`config.mk`:
```
export PLATFORM = sky130hd
export DESIGN_NAME = hostport_req_ctrl
export DESIGN_NICKNAME = d
export VERILOG_FILES = /design/src/rtl/hpr_pkg.sv /design/src/rtl/hpr_ctl_reg.sv /design/src/rtl/hpr_tx_path.sv /design/src/rtl/hpr_rx_path.sv /design/src/rtl/hpr_req_logic.sv /design/src/rtl/hostport_req_ctrl.sv
export SDC_FILE = /design/constraint.sdc
export NUM_CORES = 1
export LEC_CHECK = 0
export ABC_CLOCK_PERIOD_IN_PS = 1300
export BUFFER_PORTS_ARGS = -buffer_cell sky130_fd_sc_hd__buf_2
export CORE_MARGIN = 2
export CORE_UTILIZATION = 40
export DETAILED_ROUTE_END_ITERATION = 7
export GPL_ROUTABILITY_DRIVEN = 0
export GPL_TIMING_DRIVEN = 0
export HOLD_SLACK_MARGIN = 0.05
export PLACE_DENSITY_LB_ADDON = 0.15
export SLEW_MARGIN = 20
export SYNTH_ARGS = -nofsm -noshare
export SYNTH_HDL_FRONTEND = slang
export SYNTH_SLANG_ARGS = --single-unit
```
`constraint.sdc`:
```
create_clock -name clk -period 1.3 [get_ports clk]
set_clock_uncertainty 0.05 [all_clocks]
set_input_delay 0.195 -clock clk [delete_from_list [all_inputs] [get_ports clk]]
set_output_delay 0.195 -clock clk [all_outputs]
set_load 0.05 [all_outputs]
```
`src/rtl/hpr_pkg.sv`:
```
// Package hpr_pkg
// Holds the bit layout of the host control/status word and the type that
// carries the request enables. Every module of the request controller uses it.
package hpr_pkg;
    localparam int CTL_W      = 8;
    localparam int B_RXFULL   = 0;
    localparam int B_TXEMPTY  = 1;
    localparam int B_PATHRDY  = 2;
    localparam int B_RXEN     = 3;
    localparam int B_TXEN     = 4;
    localparam int B_RDYEN    = 5;
    localparam int B_DMA      = 6;
    localparam int B_INIT     = 7;

    typedef struct packed {
        logic dma_mode;
        logic rdy_en;
        logic tx_en;
        logic rx_en;
    } hpr_en_t;
endpackage

```
`src/rtl/hpr_ctl_reg.sv`:
```
// Module hpr_ctl_reg
// Holds the four request enables, which the host writes.
// It also decodes the initialise command into a one-cycle flush request.
// Assumes the write data is valid in the same cycle as the strobe.
module hpr_ctl_reg
    import hpr_pkg::*;
(
    input  logic    clk,
    input  logic    rst_n,
    input  logic    sw_rst,
    input  logic    we,
    input  logic    init_bit,
    input  hpr_en_t wr_en,
    output hpr_en_t en,
    output logic    init_flush
);
    // Enable register; a hardware or software reset clears it.
    always_ff @(posedge clk) begin
        if (!rst_n || sw_rst) begin
            en <= '0;
        end else if (we) begin
            en <= wr_en;
        end
    end

    // The initialise command flushes only when it is written together with the transmit enable.
    always_comb begin
        init_flush = we && init_bit && wr_en.tx_en;
    end
endmodule

```
`src/rtl/hpr_tx_path.sv`:
```
// Module hpr_tx_path
// Two-stage path from the host to the DSP: a host transmit register feeding
// a DSP-side receive register. A flush empties both stages, and it wins over
// a write made in the same cycle.
// Assumes the host writes only while the transmit stage is empty; a
// write to a full stage replaces the word waiting there.
module hpr_tx_path #(
    parameter int DATA_W = 32
) (
    input  logic              clk,
    input  logic              rst_n,
    input  logic              flush,
    input  logic              host_we,
    input  logic [DATA_W-1:0] host_data,
    input  logic              dsp_re,
    output logic [DATA_W-1:0] dsp_data,
    output logic              tx_empty,
    output logic              hrx_full
);
    logic              tx_full;
    logic [DATA_W-1:0] tx_q;
    logic              move;

    // A move happens when the transmit stage holds data and the DSP-side register is empty.
    always_comb begin
        move = tx_full && !hrx_full;
    end

    // Transmit stage; a new host write takes priority over the move.
    always_ff @(posedge clk) begin
        if (!rst_n || flush) begin
            tx_full <= 1'b0;
        end else if (host_we) begin
            tx_full <= 1'b1;
        end else if (move) begin
            tx_full <= 1'b0;
        end
    end

    // Transmit data register.
    always_ff @(posedge clk) begin
        if (!rst_n) begin
            tx_q <= '0;
        end else if (host_we && !flush) begin
            tx_q <= host_data;
        end
    end

    // DSP-side receive stage; it fills on a move and empties on a DSP read.
    always_ff @(posedge clk) begin
        if (!rst_n || flush) begin
            hrx_full <= 1'b0;
        end else if (move) begin
            hrx_full <= 1'b1;
        end else if (dsp_re) begin
            hrx_full <= 1'b0;
        end
    end

    // DSP-side data register.
    always_ff @(posedge clk) begin
        if (!rst_n) begin
            dsp_data <= '0;
        end else if (move && !flush) begin
            dsp_data <= tx_q;
        end
    end

    // Empty flag seen by the host.
    always_comb begin
        tx_empty = !tx_full;
    end
endmodule

```
`src/rtl/hpr_rx_path.sv`:
```
// Module hpr_rx_path
// Host-side receive register, which the DSP fills and the host empties.
// A DSP write wins over a host read made in the same cycle, and a flush wins over both.
module hpr_rx_path #(
    parameter int DATA_W = 32
) (
    input  logic              clk,
    input  logic              rst_n,
    input  logic              flush,
    input  logic              dsp_we,
    input  logic [DATA_W-1:0] dsp_data,
    input  logic              host_re,
    output logic [DATA_W-1:0] host_data,
    output logic              rx_full
);
    // Full flag.
    always_ff @(posedge clk) begin
        if (!rst_n || flush) begin
            rx_full <= 1'b0;
        end else if (dsp_we) begin
            rx_full <= 1'b1;
        end else if (host_re) begin
            rx_full <= 1'b0;
        end
    end

    // Data register.
    always_ff @(posedge clk) begin
        if (!rst_n) begin
            host_data <= '0;
        end else if (dsp_we && !flush) begin
            host_data <= dsp_data;
        end
    end
endmodule

```
`src/rtl/hpr_req_logic.sv`:
```
// Module hpr_req_logic
// Combinational request-pin equation. In interrupt mode it ORs the three
// enabled sources. In DMA mode the receive enable selects the direction,
// and only the flag for that direction drives the pin.
// ACTIVE_LOW selects the polarity of the pin.
module hpr_req_logic
    import hpr_pkg::*;
#(
    parameter bit ACTIVE_LOW = 1'b1
) (
    input  hpr_en_t en,
    input  logic    rx_full,
    input  logic    tx_empty,
    input  logic    path_rdy,
    output logic    req_pin
);
    logic req;

    // Picks the request source from the mode and the enables.
    always_comb begin
        if (en.dma_mode) begin
            req = en.rx_en ? rx_full : tx_empty;
        end else begin
            req = (en.rx_en && rx_full) || (en.tx_en && tx_empty) || (en.rdy_en && path_rdy);
        end
    end

    generate
        if (ACTIVE_LOW) begin : g_low
            assign req_pin = !req;
        end else begin : g_high
            assign req_pin = req;
        end
    endgenerate
endmodule

```
`src/rtl/hostport_req_ctrl.sv`:
```
// Module hostport_req_ctrl
// Top level of the host port request controller. It joins the enable
// register, both data paths and the request equation, and it builds the
// control/status word the host reads.
// Assumes all strobes are synchronous to clk and last one cycle per access.
module hostport_req_ctrl
    import hpr_pkg::*;
#(
    parameter int DATA_W = 32
) (
    input  logic              clk,
    input  logic              rst_n,
    input  logic              sw_rst,
    input  logic              host_rst,
    input  logic              host_ctl_we,
    input  logic [7:0]        host_ctl_wdata,
    output logic [7:0]        host_ctl_rdata,
    input  logic              host_tx_we,
    input  logic [DATA_W-1:0] host_tx_data,
    input  logic              host_rx_re,
    output logic [DATA_W-1:0] host_rx_data,
    input  logic              dsp_rx_re,
    output logic [DATA_W-1:0] dsp_rx_data,
    output logic              dsp_rx_full,
    input  logic              dsp_tx_we,
    input  logic [DATA_W-1:0] dsp_tx_data,
    output logic              host_req_n
);
    hpr_en_t en;
    hpr_en_t wr_en;
    logic    init_flush;
    logic    tx_flush;
    logic    tx_empty;
    logic    rx_full;
    logic    path_rdy;
    logic    unused_ro_bits;

    // Unpacks the writable enable bits from the host write data.
    always_comb begin
        wr_en.dma_mode = host_ctl_wdata[B_DMA];
        wr_en.rdy_en   = host_ctl_wdata[B_RDYEN];
        wr_en.tx_en    = host_ctl_wdata[B_TXEN];
        wr_en.rx_en    = host_ctl_wdata[B_RXEN];
        unused_ro_bits = ^host_ctl_wdata[B_PATHRDY:B_RXFULL];
    end

    hpr_ctl_reg u_ctl (
        .clk       (clk),
        .rst_n     (rst_n),
        .sw_rst    (sw_rst),
        .we        (host_ctl_we),
        .init_bit  (host_ctl_wdata[B_INIT]),
        .wr_en     (wr_en),
        .en        (en),
        .init_flush(init_flush)
    );

    // Every source that empties the host-to-DSP path.
    always_comb begin
        tx_flush = sw_rst || host_rst || init_flush;
    end

    hpr_tx_path #(.DATA_W(DATA_W)) u_tx (
        .clk      (clk),
        .rst_n    (rst_n),
        .flush    (tx_flush),
        .host_we  (host_tx_we),
        .host_data(host_tx_data),
        .dsp_re   (dsp_rx_re),
        .dsp_data (dsp_rx_data),
        .tx_empty (tx_empty),
        .hrx_full (dsp_rx_full)
    );

    hpr_rx_path #(.DATA_W(DATA_W)) u_rx (
        .clk      (clk),
        .rst_n    (rst_n),
        .flush    (sw_rst),
        .dsp_we   (dsp_tx_we),
        .dsp_data (dsp_tx_data),
        .host_re  (host_rx_re),
        .host_data(host_rx_data),
        .rx_full  (rx_full)
    );

    // Path-ready: both stages of the host-to-DSP path are empty.
    always_comb begin
        path_rdy = tx_empty && !dsp_rx_full;
    end

    hpr_req_logic #(.ACTIVE_LOW(1'b1)) u_req (
        .en      (en),
        .rx_full (rx_full),
        .tx_empty(tx_empty),
        .path_rdy(path_rdy),
        .req_pin (host_req_n)
    );

    // Builds the control/status word; the initialise bit always reads 0.
    always_comb begin
        host_ctl_rdata            = '0;
        host_ctl_rdata[B_RXFULL]  = rx_full;
        host_ctl_rdata[B_TXEMPTY] = tx_empty;
        host_ctl_rdata[B_PATHRDY] = path_rdy;
        host_ctl_rdata[B_RXEN]    = en.rx_en;
        host_ctl_rdata[B_TXEN]    = en.tx_en;
        host_ctl_rdata[B_RDYEN]   = en.rdy_en;
        host_ctl_rdata[B_DMA]     = en.dma_mode;
    end
endmodule

```
==> results of run 1 <==
## worst min-delay path: stages
cell and delay [ns]:
sky130_fd_sc_hd__buf_2 0.11, sky130_fd_sc_hd__mux2i_1 0.07, sky130_fd_sc_hd__nor2_1 0.08
## cells in the final DEF (no fill, tap or decap), types with 3 or more instances in the layout
| cell type | count |
|---|---|
| sky130_fd_sc_hd__dfxtp_4 | 5 |
| sky130_fd_sc_hd__clkbuf_1 | 8 |
| sky130_fd_sc_hd__buf_6 | 7 |
| sky130_fd_sc_hd__clkbuf_8 | 9 |
| sky130_fd_sc_hd__nor2_1 | 7 |
| sky130_fd_sc_hd__mux2i_1 | 68 |
| sky130_fd_sc_hd__buf_4 | 11 |
| sky130_fd_sc_hd__dlygate4sd3_1 | 70 |
| sky130_fd_sc_hd__a21boi_0 | 25 |
| sky130_fd_sc_hd__a21boi_1 | 7 |
| sky130_fd_sc_hd__nand2_1 | 160 |
| sky130_fd_sc_hd__dfxtp_1 | 96 |
| sky130_fd_sc_hd__buf_2 | 153 |
| sky130_fd_sc_hd__a21oi_1 | 3 |
## kinds of logic (layout without fill, tap and decap cells)
| group | count (synthesis) | in the layout | synth area share [%] |
|---|---|---|---|
| AO/OA/AOI/OAI | 38 | 38 | 6.96 |
| buffers and inverters | 35 | 268 | 5.53 |
| flip-flops | 103 | 103 | 52.1 |
| multiplexers | 68 | 68 | 17.2 |
| other | 1 | 1 | 0.0948 |
| AND/OR/NAND/NOR | 176 | 176 | 18.1 |
## area by class of cell
class / count / area [um^2] / share of cell area (%)
plain buffers: 31 / 200 / 3.43
clock buffers: 9 / 124 / 2.12
repair buffers: 220 / 1490 / 25.5
well taps: 133 / 166 / 2.85
multi-input cells: 283 / 1680 / 28.8
clock inverters: 5 / 82.6 / 1.41
flip-flops and latches: 103 / 2080 / 35.7
inverters: 3 / 11.3 / 0.193
## synthesized netlist by cell type (all sizes together)
cell	instances
o21ai	1
a211oi	1
nand3	3
a22oi	1
nor2b	1
dfxtp	103
buf	24
nand2b	2
nor2	9
mux2i	68
clkbuf	8
conb	1
nand2	160
inv	3
a21oi	3
a21boi	32
nand4b	1
## path summary, 6_finish.rpt
check,end,slack [ns]
max,host_req_n,-0.15
min,u_ctl.en[1]$_SDFFE_PP0P_,0.09
max reg2reg,u_tx.dsp_data[14]$_SDFFE_PN0P_,0.09
min reg2reg,u_rx.host_data[14]$_SDFFE_PN0P_,0.40
## per-stage QoR
| stage | hold slack (ns) | setup TNS, ns | total power (W) | area [um^2] | util [%] |
|---|---|---|---|---|---|
| floorplan | 0.233 | -0.0176 | 0.00381 | 3980 | - |
| global placement | 0.332 | 0 | 0.00405 | 4890 | 50.5 |
| detailed placement | 0.331 | 0 | 0.00406 | 4890 | 50.5 |
| CTS | 0.0764 | -0.226 | 0.00636 | 5840 | 60.3 |
| global route | 0.0820 | -0.291 | 0.00658 | 5840 | 60.3 |
| finish | 0.0911 | -0.195 | 0.00629 | 5840 | 60.3 |
## routing by layer
layer	global-route usage (%)	wire length, um
met5	0	0
met4	8.40	271
met3	3.63	558
met2	31.2	4740
met1	21.8	4320
## sequential cells by signal, summed over array words and instances, names as in the netlist
name and flops:
u_ctl.en 4, u_rx.host_data 32, u_rx.rx_full 1, u_tx.dsp_data 32, u_tx.hrx_full 1, u_tx.tx_full 1
u_tx.tx_q 32
## where the power goes
group / internal, W / leakage, nW / switching, W
Clock: 0.00107 / 0.102 / 0.00106
Combinational: 0.000397 / 2.08 / 0.000491
Sequential: 0.00323 / 0.841 / 0.0000358
Total: 0.00470 / 3.02 / 0.00159
## timing repair
item | in CTS | in global routing
hold endpoints to repair | 70 | 0
resized for setup | 13 | 2
setup buffers | 2 | 0
hold buffers | 70 | 0
pin swaps | 1 | 0
endpoints found under the setup margin | 4 | 3
==> results.tsv, run 1 <==
metric	value	unit
outcome	finished, violations left	
violations	negative setup slack	
dieWidth	103	um
timing.critical_path.cells	nor2_1 > o21ai_1 > a22oi_2 > buf_6	
setup_ws	-0.150	ns
setup_viol_count_final	2	
yosys_register_bits	103	
die_h	103	um
synth_top_area_share	52.1	%
timing.critical_path.slowest_cell_delay	0.35	ns
final_net_count	732	
grt_setup_unrepaired	true	
tritoncts_num_sinks	103	
cp_slowest_cell	sky130_fd_sc_hd__dfxtp_4	
grt_antenna_before_repair	0	
dp_worst_setup_slack	0.0374	ns
ys.warnings.count	0	
cts_root_buffer	sky130_fd_sc_hd__clkbuf_8	
worst_hold_path_type	input port to flip-flop	
wire_length_of_the_first_global_routing_pass	15200	um
powerDensity	1080	mW/mm^2
grt_pass1_vias	3361	
criticalPathCategory	flip-flop to primary output	
leakagePower	3.02	nW
postRouteWirelength	9900	um
ant_nets	0	
mappedNetlistNets	502	
hp-start	host_ctl_wdata[4]	
final-hold-violation-count	0	
clk-insertion-delay-late	0.36	ns
post-place-cells	702	
core	0.00968	mm^2
setup.worst_path.start_class	flip-flop	
critical_path_required	1.05	ns
avgSynthCellArea	9.40	um^2
drive_gt1_share	30.7	%
final_min_period	1.45	ns
detailroute.via_count	3510	
timing.max_cap.violations	0	
hold_depth	3	
fmax	689	MHz
critical-path-top-delay-family	flip-flops	
cts_made_buffers	9	
instances_no_fill	787	
worst-path-buf-inv	1	
initial_core_util	40.9	%
fillCellCount	838	
io_buffer_count	148	
grt-ovfl-total	0	
timing.final.max_slew_violations	0	
globalRouteTotalUtil	18.2	%
share_of_the_clock_period_used_by_the_worst_path	112	%
rows	36	
area_of_the_mapped_netlist	0.00396	mm^2
critPathMaxFanout	2	
first_pass_iters	4	
syn2layout_area_growth	47.5	%
max-clock-path-buffers	2	
synthDominantAreaCellType	sky130_fd_sc_hd__dfxtp_1	
cts.htree.levels	3	
end_kind	primary output	
ir_worst_vdd	0.000669	V
post_synth_num_cell_types	23	
worst_ep_arrival_time	1.21	ns
cp_num_cells	4	
timing.reg2reg.worst_path_depth	4	
tritoncts_clock_tree	built	
remaining_drc_errors	0	
i_o_pin_count	155	
grt_max_degree	17	
syn-instance-count	421	
vias_per_cell	4.46	
dr.first_iter.drc_count	55	
wl_per_cell	12.6	um
diodes	0	
seq_area_frac_synth	52.1	%
cts.reportedPaths.clkPinSlew	0.09	ns
beginning_of_the_worst_register_to_register_path	u_tx.tx_full$_SDFFE_PP0P_	
critPathLaunch	u_ctl.en[1]$_SDFFE_PP0P_	
synth_area_leaders	sky130_fd_sc_hd__dfxtp_1 (52%), sky130_fd_sc_hd__mux2i_1 (17%), sky130_fd_sc_hd__nand2_1 (15%)	
hpwlAfterDp	6630	um
die_area	0.0107	mm^2
(Power assumes the default switching activity.)
==> run 2: changes to the inputs <==
- CAP_MARGIN: not set -> 5
- CORE_UTILIZATION: 40 -> 50
- CTS_BUF_LIST: not set -> sky130_fd_sc_hd__clkbuf_8
==> run 2 against run 1 <==
Compared with the run above: the run still ends with negative setup slack left; count of clock-buffer cells in the layout did not move; sequential power barely moved; power fell by 3.3%; register-to-register slack got worse by 0.05 ns; die area fell by 19%; non-clock buffer count rose by 2; clock power fell by 9.9%; largest cell class unchanged.
==> results.tsv, run 2 (synthesis results as in run 1) <==
metric	value	unit
outcome	finished, violations left	
violations	negative setup slack	
hold_depth	3	
die_area	0.00864	mm^2
wl_per_cell	13.3	um
totalNegativeSetupSlack	-0.207	ns
vias_per_cell	4.75	
critical_path_required	1.05	ns
utilization	76.0	%
hpwlAfterDp	6460	um
grt_antenna_before_repair	0	
first_pass_iters	4	
grt_pass1_vias	3640	
diodes	0	
criticalPathCategory	flip-flop to primary output	
powerDensity	1040	mW/mm^2
grt-ovfl-total	0	
postRouteWirelength	10100	um
die_h	93.0	um
final-hold-violation-count	0	
max-clock-path-buffers	2	
grt_setup_unrepaired	true	
leakagePower	3.06	nW
rows	32	
io_buffer_count	148	
grt_max_degree	17	
timing.max_cap.violations	0	
final_net_count	734	
dr.first_iter.drc_count	107	
clk-insertion-delay-late	0.35	ns
layout.cells.most_common	sky130_fd_sc_hd__nand2_1	
critPathMaxFanout	3	
detailroute.via_count	3610	
syn2layout_area_growth	47.6	%
dieWidth	93.0	um
ir_worst_vdd	0.000720	V
setup_viol_count_final	2	
final_min_period	1.43	ns
ant_nets	0	
cts_root_buffer	sky130_fd_sc_hd__clkbuf_8	
worst_hold_path_type	input port to flip-flop	
cts_made_buffers	9	
tritoncts_num_sinks	103	
globalRouteTotalUtil	23.8	%
worst_ep_arrival_time	1.19	ns
core	0.00769	mm^2
end_kind	primary output	
cts.reportedPaths.clkPinSlew	0.09	ns
drive_gt1_share	31.5	%
fmax	697	MHz
tritoncts_clock_tree	built	
i_o_pin_count	155	
setup_ws	-0.135	ns
cts.htree.levels	3	
initial_core_util	51.5	%
setup.worst_path.start_class	flip-flop	
reg.largest.list	u_rx.host_data x32, u_tx.dsp_data x32, u_tx.tx_q x32	
remaining_drc_errors	0	
wire_length_of_the_first_global_routing_pass	16400	um
share_of_the_clock_period_used_by_the_worst_path	110	%
timing.final.max_slew_violations	0	
timing.reg2reg.worst_path_depth	4	
mostFrequentLayoutCells	sky130_fd_sc_hd__nand2_1 (160), sky130_fd_sc_hd__buf_2 (152), sky130_fd_sc_hd__dfxtp_1 (96)	
-- run 2: path summary, 6_finish.rpt --
kind | startpoint | to | slack, ns
max | u_ctl.en[3]$_SDFFE_PP0P_ | host_req_n | -0.13
min reg2reg | u_tx.tx_q[18]$_SDFFE_PN0P_ | u_tx.dsp_data[18]$_SDFFE_PN0P_ | 0.40
max reg2reg | u_tx.hrx_full$_SDFFE_PP0P_ | u_tx.dsp_data[20]$_SDFFE_PN0P_ | 0.04
min | dsp_tx_data[2] | u_rx.host_data[2]$_SDFFE_PN0P_ | 0.07
-- run 2: cell type report --
class | instances | area [um^2]
Fill cell | 577 | 1850
Timing Repair Buffer | 223 | 1530
Clock inverter | 7 | 65.1
Sequential cell | 103 | 2080
Multi-Input combinational cell | 283 | 1690
Tap cell | 102 | 128
Inverter | 3 | 11.3
Buffer | 30 | 209
Clock buffer | 9 | 124
-- run 2: per-layer routing --
metal  vias to the layer above  GRT usage, %  share of wire (%)
li1                       1824             -                  -
met1                      1651          27.3                 42
met2                       110          43.2                 50
met3                        25          4.39                5.2
met4                         0          9.68                2.1
met5                         -             0                  0
-- run 2: timing repair --
action	CTS	global route
pin swaps	3	0
gates resized for setup	14	10
cloned	0	1
hold buffers	65	1
hold endpoints to repair	65	1
setup endpoints to repair	4	14
buffers inserted	5	3
-- run 2: stage by stage --
stage                     std cells  hold slack, ns  total power (W)  instance area, um^2  setup slack, ns
after floorplan                 421           0.233          0.00381                 3980          -0.0176
after global placement          671           0.320          0.00404                 4850           0.0704
after detailed placement        671           0.326          0.00405                 4850           0.0595
after CTS                       756          0.0503          0.00612                 5760           -0.156
after global routing            760          0.0507          0.00635                 5840           -0.216
final                           760          0.0653          0.00608                 5840           -0.135
-- run 2: critical path, stage by stage (launching register included) --
cell,delay [ns]
sky130_fd_sc_hd__dfxtp_4,0.35
sky130_fd_sc_hd__nor2_1,0.09
sky130_fd_sc_hd__o21ai_1,0.08
sky130_fd_sc_hd__a22oi_2,0.14
sky130_fd_sc_hd__buf_6,0.18
-- run 2: where the power goes --
group | switching, W | internal, W
clock | 0.00104 | 0.000879
sequential | 0.0000373 | 0.00323
combinational | 0.000500 | 0.000394
total | 0.00158 | 0.00450
